`config.mk`:
```
export PLATFORM = sky130hd
export DESIGN_NAME = loop_ctl
export DESIGN_NICKNAME = d
export VERILOG_FILES = /design/src/rtl/loop_ctl_pkg.sv /design/src/rtl/loop_unit.sv /design/src/rtl/loop_buffer.sv /design/src/rtl/loop_ctl.sv
export SDC_FILE = /design/constraint.sdc
export NUM_CORES = 1
export LEC_CHECK = 0
export BUFFER_PORTS_ARGS = -buffer_cell sky130_fd_sc_hd__buf_2
export CORE_ASPECT_RATIO = 0.8
export CORE_MARGIN = 1
export CORE_UTILIZATION = 60
export CTS_CLUSTER_SIZE = 30
export DETAILED_ROUTE_END_ITERATION = 8
export PLACE_DENSITY = 0.84
export SLEW_MARGIN = 40
export SYNTH_ARGS = -nofsm -noshare
export SYNTH_HDL_FRONTEND = slang
export SYNTH_SLANG_ARGS = --single-unit
```
`constraint.sdc`:
```
create_clock -name clk_i -period 6.3 [get_ports clk_i]
set_input_delay 0.945 -clock clk_i [delete_from_list [all_inputs] [get_ports clk_i]]
set_output_delay 0.945 -clock clk_i [all_outputs]
set_load 0.1 [all_outputs]
```
`src/rtl/loop_ctl_pkg.sv`:
```
package loop_ctl_pkg;

    // single-register select codes shared by the write and read ports
    typedef enum logic [1:0] {
        SEL_TOP = 2'd0,
        SEL_BOT = 2'd1,
        SEL_CNT = 2'd2,
        SEL_NONE = 2'd3
    } lreg_sel_e;

endpackage

```
`src/rtl/loop_unit.sv`:
```
module loop_unit
    import loop_ctl_pkg::*;
#(
    parameter int AW = 16,
    parameter int CW = 16,
    parameter int RW = 16
) (
    input  logic          clk_i,
    input  logic          rst_ni,
    input  logic          setup_i,
    input  logic [AW-1:0] setup_top_i,
    input  logic [AW-1:0] setup_bot_i,
    input  logic [CW-1:0] setup_cnt_i,
    input  logic          setup_arm_i,
    input  logic          wr_en_i,
    input  lreg_sel_e     wr_sel_i,
    input  logic [RW-1:0] wr_data_i,
    input  logic          dec_i,
    output logic [AW-1:0] top_o,
    output logic [AW-1:0] bot_o,
    output logic [CW-1:0] cnt_o,
    output logic          arm_o
);

    typedef struct packed {
        logic [AW-1:0] top;
        logic [AW-1:0] bot;
        logic [CW-1:0] cnt;
        logic          arm;
    } unit_t;

    unit_t st_d, st_q;

    always_comb begin
        st_d = st_q;
        // pass counted off; any pending first-loop penalty is consumed
        if (dec_i) begin
            st_d.cnt = st_q.cnt - CW'(1);
            st_d.arm = 1'b0;
        end
        if (wr_en_i) begin
            case (wr_sel_i)
                SEL_TOP: st_d.top = AW'(wr_data_i);
                SEL_BOT: st_d.bot = AW'(wr_data_i);
                SEL_CNT: st_d.cnt = CW'(wr_data_i);
                default: ;
            endcase
        end
        if (setup_i) begin
            st_d.top = setup_top_i;
            st_d.bot = setup_bot_i;
            st_d.cnt = setup_cnt_i;
            st_d.arm = setup_arm_i;
        end
    end

    always_ff @(posedge clk_i or negedge rst_ni) begin
        if (!rst_ni) st_q <= '0;
        else         st_q <= st_d;
    end

    assign top_o = st_q.top;
    assign bot_o = st_q.bot;
    assign cnt_o = st_q.cnt;
    assign arm_o = st_q.arm;

    // a disabled unit (count 0) is never asked to count a pass
    assert_dec_live_R3: assert property (@(posedge clk_i) disable iff (!rst_ni)
        dec_i |-> cnt_o != '0);

    // a counted pass lowers the count by exactly one
    assert_cnt_step_R2: assert property (@(posedge clk_i) disable iff (!rst_ni)
        (dec_i && !setup_i && !wr_en_i) |=> cnt_o == $past(cnt_o) - CW'(1));

    // setup lands all three registers in one edge
    assert_setup_load_R4: assert property (@(posedge clk_i) disable iff (!rst_ni)
        setup_i |=> (top_o == $past(setup_top_i) && bot_o == $past(setup_bot_i)
                     && cnt_o == $past(setup_cnt_i)));

endmodule

```
`src/rtl/loop_buffer.sv`:
```
module loop_buffer #(
    parameter int AW    = 16,
    parameter int IW    = 32,
    parameter int DEPTH = 4,
    localparam int IDXW = $clog2(DEPTH)
) (
    input  logic          clk_i,
    input  logic          rst_ni,
    input  logic [AW-1:0] pc_i,
    input  logic          fill_i,
    input  logic [IW-1:0] data_i,
    input  logic          retarget_i,
    input  logic [AW-1:0] retarget_addr_i,
    input  logic          flush_i,
    output logic          hit_o,
    output logic [IW-1:0] data_o
);

    typedef struct packed {
        logic [AW-1:0]             base;
        logic [DEPTH-1:0]          valid;
        logic [DEPTH-1:0][IW-1:0]  word;
    } buf_t;

    buf_t st_d, st_q;

    logic [AW-1:0]   off;
    logic            in_rng;
    logic [IDXW-1:0] idx;
    logic            moved;

    assign off    = pc_i - st_q.base;
    assign in_rng = off < AW'(DEPTH);
    assign idx    = off[IDXW-1:0];
    assign hit_o  = in_rng && st_q.valid[idx];
    assign data_o = st_q.word[idx];
    assign moved  = retarget_i && (retarget_addr_i != st_q.base);

    always_comb begin
        st_d = st_q;
        if (moved) st_d.base = retarget_addr_i;
        if (flush_i || moved) begin
            st_d.valid = '0;
        end else if (fill_i && in_rng && !hit_o) begin
            st_d.valid[idx] = 1'b1;
            st_d.word[idx]  = data_i;
        end
    end

    always_ff @(posedge clk_i or negedge rst_ni) begin
        if (!rst_ni) st_q <= '0;
        else         st_q <= st_d;
    end

    // an emptied buffer cannot hit on the following cycle
    assert_flush_empties_R10: assert property (@(posedge clk_i) disable iff (!rst_ni)
        flush_i |=> !hit_o);

    // a fill makes that address hit next cycle unless the buffer was disturbed
    assert_fill_hits_R9: assert property (@(posedge clk_i) disable iff (!rst_ni)
        (fill_i && in_rng && !hit_o && !flush_i && !moved)
        |=> ($stable(pc_i) -> hit_o));

endmodule

```
`src/rtl/loop_ctl.sv`:
```
module loop_ctl
    import loop_ctl_pkg::*;
#(
    parameter int AW        = 16,
    parameter int CW        = 16,
    parameter int IW        = 32,
    parameter int N_UNITS   = 2,
    parameter int BUF_DEPTH = 4,
    parameter int PENALTY   = 4,
    localparam int UW = (N_UNITS > 1) ? $clog2(N_UNITS) : 1,
    localparam int RW = (AW > CW) ? AW : CW
) (
    input  logic          clk_i,
    input  logic          rst_ni,
    input  logic          pc_valid_i,
    input  logic [AW-1:0] pc_i,
    input  logic          branch_taken_i,
    input  logic          setup_en_i,
    input  logic [UW-1:0] setup_unit_i,
    input  logic [AW-1:0] setup_pc_i,
    input  logic [AW-1:0] setup_top_i,
    input  logic [AW-1:0] setup_bot_i,
    input  logic [CW-1:0] setup_cnt_i,
    input  logic          reg_wr_en_i,
    input  logic [UW-1:0] reg_wr_unit_i,
    input  logic [1:0]    reg_wr_sel_i,
    input  logic [RW-1:0] reg_wr_data_i,
    input  logic [UW-1:0] reg_rd_unit_i,
    input  logic [1:0]    reg_rd_sel_i,
    output logic [RW-1:0] reg_rd_data_o,
    input  logic [IW-1:0] mem_data_i,
    output logic          fetch_req_o,
    output logic [IW-1:0] instr_o,
    output logic          redirect_o,
    output logic [AW-1:0] next_pc_o,
    output logic          stall_o
);

    localparam int PW = $clog2(PENALTY + 1);

    typedef struct packed {
        logic [PW-1:0] pen;
    } ctl_t;

    ctl_t st_d, st_q;

    logic [AW-1:0] u_top [N_UNITS];
    logic [AW-1:0] u_bot [N_UNITS];
    logic [CW-1:0] u_cnt [N_UNITS];
    logic          u_arm [N_UNITS];
    logic [N_UNITS-1:0] dec_v;

    logic          step;
    logic          setup_arm;
    logic          pen_load;
    logic          buf_hit;
    logic [IW-1:0] buf_data;
    logic [AW-1:0] target;

    assign stall_o   = (st_q.pen != '0);
    assign step      = pc_valid_i && !stall_o;
    assign setup_arm = (setup_top_i != setup_pc_i + AW'(1));

    for (genvar g = 0; g < N_UNITS; g++) begin : g_unit
        loop_unit #(.AW(AW), .CW(CW), .RW(RW)) i_unit (
            .clk_i       (clk_i),
            .rst_ni      (rst_ni),
            .setup_i     (setup_en_i && (setup_unit_i == UW'(g))),
            .setup_top_i (setup_top_i),
            .setup_bot_i (setup_bot_i),
            .setup_cnt_i (setup_cnt_i),
            .setup_arm_i (setup_arm),
            .wr_en_i     (reg_wr_en_i && (reg_wr_unit_i == UW'(g))),
            .wr_sel_i    (lreg_sel_e'(reg_wr_sel_i)),
            .wr_data_i   (reg_wr_data_i),
            .dec_i       (dec_v[g]),
            .top_o       (u_top[g]),
            .bot_o       (u_bot[g]),
            .cnt_o       (u_cnt[g]),
            .arm_o       (u_arm[g])
        );
    end

    // loopback arbitration: highest unit index is the innermost loop
    always_comb begin
        logic claimed;
        claimed    = 1'b0;
        dec_v      = '0;
        redirect_o = 1'b0;
        pen_load   = 1'b0;
        target     = pc_i + AW'(1);
        if (step && !branch_taken_i) begin
            for (int k = N_UNITS - 1; k >= 0; k--) begin
                if (!claimed && pc_i == u_bot[k] && u_cnt[k] != '0) begin
                    dec_v[k] = 1'b1;
                    if (u_cnt[k] != CW'(1)) begin
                        redirect_o = 1'b1;
                        target     = u_top[k];
                        claimed    = 1'b1;
                        pen_load   = u_arm[k];
                    end
                end
            end
        end
    end

    assign next_pc_o = target;

    always_comb begin
        st_d = st_q;
        if (st_q.pen != '0) st_d.pen = st_q.pen - PW'(1);
        else if (pen_load)  st_d.pen = PW'(PENALTY);
    end

    always_ff @(posedge clk_i or negedge rst_ni) begin
        if (!rst_ni) st_q <= '0;
        else         st_q <= st_d;
    end

    loop_buffer #(.AW(AW), .IW(IW), .DEPTH(BUF_DEPTH)) i_buf (
        .clk_i           (clk_i),
        .rst_ni          (rst_ni),
        .pc_i            (pc_i),
        .fill_i          (step),
        .data_i          (mem_data_i),
        .retarget_i      (setup_en_i || redirect_o),
        .retarget_addr_i (setup_en_i ? setup_top_i : target),
        .flush_i         (setup_en_i || reg_wr_en_i),
        .hit_o           (buf_hit),
        .data_o          (buf_data)
    );

    assign fetch_req_o = step && !buf_hit;
    assign instr_o     = buf_hit ? buf_data : mem_data_i;

    always_comb begin
        reg_rd_data_o = '0;
        if (int'(reg_rd_unit_i) < N_UNITS) begin
            case (lreg_sel_e'(reg_rd_sel_i))
                SEL_TOP: reg_rd_data_o = RW'(u_top[reg_rd_unit_i]);
                SEL_BOT: reg_rd_data_o = RW'(u_bot[reg_rd_unit_i]);
                SEL_CNT: reg_rd_data_o = RW'(u_cnt[reg_rd_unit_i]);
                default: reg_rd_data_o = '0;
            endcase
        end
    end

    // penalty cycles neither redirect nor fetch
    assert_stall_quiet_R8: assert property (@(posedge clk_i) disable iff (!rst_ni)
        stall_o |-> (!redirect_o && !fetch_req_o));

    // a taken branch overrides the loopback
    assert_branch_wins_R7: assert property (@(posedge clk_i) disable iff (!rst_ni)
        (pc_valid_i && branch_taken_i) |-> !redirect_o);

    // a penalty once started runs down without restarting
    assert_pen_runs_down_R8: assert property (@(posedge clk_i) disable iff (!rst_ni)
        (stall_o && st_q.pen != PW'(1)) |=> stall_o);

    // a hit never asks memory for the word
    assert_hit_no_fetch_R9: assert property (@(posedge clk_i) disable iff (!rst_ni)
        buf_hit |-> !fetch_req_o);

endmodule

```
==> out/results.ini <==
[drt]
viasPerCell=6.66
wl_met1_mm=21.5
drtIter0Drc=1788
top_layer=met5
met2_length_mm=24.3
dr.pass1.iters=7
drc=0
wirelength_mm=54.5
routedWlPerCell_um=24.6
antenna_left=0
via_count=14800
wl_met3_mm=6.39

[clock_tree]
clock_latency_ns=0.57
h-tree-depth=1
post_cts_buffers=0
clkTransAtPathRegs_ns=0.06
holdBufCountCts=0
cts_root_buffer=clkbuf_16
clk_path_buf_depth=3
cts_sinks=249
numCtsBuffers=27
tritoncts=yes
cts_resized=0

[final_layout]
drive_above_1_share_pct=29.1
area_growth_pct=16.0
regArea_mm2=0.00623
multi_input_area_mm2=0.0103
final_area_mm2=0.0200
final_core_util_pct=70.7
nFillCells=1987
fin_nets=1990

[grt]
gr-total-overflow=0
grt_pass1_wl_mm=84.2
grt_pass1_vias=14400
grtUsageTotal_pct=37.1
antenna_found_initial=8
grt_max_degree=134

[yosys]
ys_seq_elements=249
synth_area_mm2=0.0172
yosys.area_share.xor_xnor_pct=5.24
syn_inst=1670
syn_avg_cell_area_um2=10.3
synth.area.mux_share_pct=25.0
synth-compound-area-share_pct=13.7
synthSimpleGateAreaFrac_pct=13.5
ys_seq_area_share_pct=36.2
synth_top_family_by_area=multiplexers
ys.warnings.count=0
syn_nets=1836
synthFlopType=dfrtp_1
async_flop_share_pct=100
synth_edf_count=0
yosysUniqueCellTypes=91
synth_fa_ha_area_share_pct=1.86

[sta]
hold_viol_final=0
tightest_slew_ns=0.860
finalCriticalPeriod_ns=5.76
finalClockSkew_ns=0.0169
clock.fmax_ghz=0.174
relSlewSlack_pct=42.6
finalCritPeriodShare_pct=91.4
rsz0062_at_grt=false
fin_ws_ns=0.543
slew_viol_final=0
setup_viol=0
setup_tns_ns=0

[floorplan]
die_w_um=191
die_y_um=153
start_util_pct=61.0
num_rows=55
core_area_mm2=0.0282
io-pin-count=208
dieArea_mm2=0.0294

[setup_path]
cp_slowest_cell=a2111oi_1
cp_num_buf_inv=5
cp_common_cell=buf_4
critPathTopFamily=compound AO/OA/AOI/OAI gates
cp-startpoint=pc_i[0]
worstReg2RegStart=g_unit[0].i_unit.cnt_o[8]$_DFF_PN0_
cp-start-kind=input pin
r2r_slack_ns=1.22
crit_chain=buf_2 > inv_1 > ha_4 > nor2b_1 > o21a_1 > o21ai_1 > a2111oi_1 > nor2_1 > a221o_1 > a2111oi_2 > buf_4 > and3_1 > buf_4 > mux2_2 > buf_12
required_ns=5.35
cpPeakStageDelay_ns=0.69
critPathMaxFanout=33
arrival_ns=4.81
worst_r2r_path_depth=11
path_class=in2out
end_kind=output port

[place]
io_buffers=207
pre_cts_ws_ns=0.668
dpl_cell_area_mm2=0.0189
hpwl_mm=38.1
place_congestion=0.995

[min_path]
hold_class=in2async

[job]
drv_cap=0

[pwr]
leakagePower_nw=8.97
power_per_cell_area_mw_per_mm2=255
power.total_mw=5.09
ir_drop_v=0.000241

[status]
status=finished, final reports clean

logic make-up (layout without fill, tap and decap cells):
group	after synthesis	after routing
AO/OA/AOI/OAI	355	355
AND/OR/NAND/NOR	458	458
buffers and inverters	155	329
adder cells (fa/ha/maj)	25	25
multiplexers	325	325
XOR/XNOR	103	103
other	0	4
flip-flops	249	249
worst reg2reg max path: cells and delay by family, from the launching register on:
kind / cells / cell delay [ns]
AO/OA/AOI/OAI: 4 / 1.25
XOR/XNOR: 1 / 0.17
buffers and inverters: 1 / 0.31
flip-flops: 1 / 0.46
multiplexers: 1 / 0.44
AND/OR/NAND/NOR: 4 / 2.35
routing by layer:
metal	global-route usage, %	vias to the layer above
met5	0	-
met3	8.45	184
met2	56.4	979
met1	52.2	7209
li1	-	6397
met4	12.9	4
worst max-delay path by stage:
stage	end	slack, ns	depth (start not counted)
5_1_grt	instr_o[15]	0.38	15
2_1_floorplan	fetch_req_o	0.73	15
3_3_place_gp	instr_o[3]	0.83	15
4_1_cts	instr_o[15]	0.66	15
6_report	instr_o[15]	0.54	15
3_5_place_dp	instr_o[15]	0.67	15
stage by stage:
step           cells  hold WS [ns]
3_3_place_gp    2163         0.464
2_1_floorplan   1670         0.450
3_5_place_dp    2164         0.489
5_1_grt         2217         0.298
4_1_cts         2213         0.483
6_report        2218         0.277
placed cells by master, fill, tap and decap left out, types with 9 or more instances in the layout:
master     count
ha_1          23
a211oi_1      17
and3_1        10
inv_1         41
buf_12        37
mux2_4       116
clkbuf_16     27
or3_1         10
buf_4         23
xnor2_1       54
buf_2        174
o211ai_1       9
o21ai_0      118
or4_1         13
nand2_1      132
dfrtp_1      249
mux2i_1      127
o22ai_1       14
nor2_1       122
nand4_1       18
nand2b_1      13
xor2_1        49
nor2b_1       10
mux2_2        49
nor4_1        15
mux4_2        33
nor3_1        19
nand3_1       42
a21oi_1       94
report_power, final:
part           internal, mW  total (mW)  leakage, nW  switching (mW)
registers              1.71        1.86         3.23           0.147
logic                 0.478        1.46         5.25           0.980
clock network          1.06        1.77        0.485           0.717
total                  3.25        5.09         8.97            1.84
cell type report:
cell class                 instances  area share (%)
antenna                            4          0.0501
clock buffer                      34            3.77
clock inverter                    15            1.12
inverter                          43           0.809
multi-input combinational       1266            51.5
sequential                       249            31.2
tap                              370            2.32
timing repair buffer             237            9.21
synth_stat cells (11+ instances only):
| library cell | number | area share [%] |
|---|---|---|
| nand3_1 | 43 | 1.3 |
| inv_1 | 41 | 0.89 |
| o21ai_0 | 118 | 3.4 |
| mux4_2 | 33 | 4.3 |
| xor2_1 | 49 | 2.5 |
| or4_1 | 13 | 0.57 |
| ha_1 | 24 | 1.7 |
| buf_6 | 22 | 1.4 |
| mux2_2 | 49 | 3.2 |
| a21oi_1 | 94 | 2.7 |
| nand2_1 | 132 | 2.9 |
| mux2_4 | 116 | 10 |
| a211oi_1 | 17 | 0.74 |
| clkbuf_1 | 65 | 1.4 |
| nor4_1 | 16 | 0.58 |
| nand2b_1 | 14 | 0.51 |
| dfrtp_1 | 249 | 36 |
| nor3_1 | 21 | 0.61 |
| o22ai_1 | 14 | 0.51 |
| buf_2 | 18 | 0.52 |
| nor2_1 | 123 | 2.7 |
| xnor2_1 | 54 | 2.7 |
| nand4_1 | 18 | 0.65 |
| nor2b_1 | 11 | 0.40 |
| mux2i_1 | 127 | 7.4 |
Power figures use the tool's default switching activity.
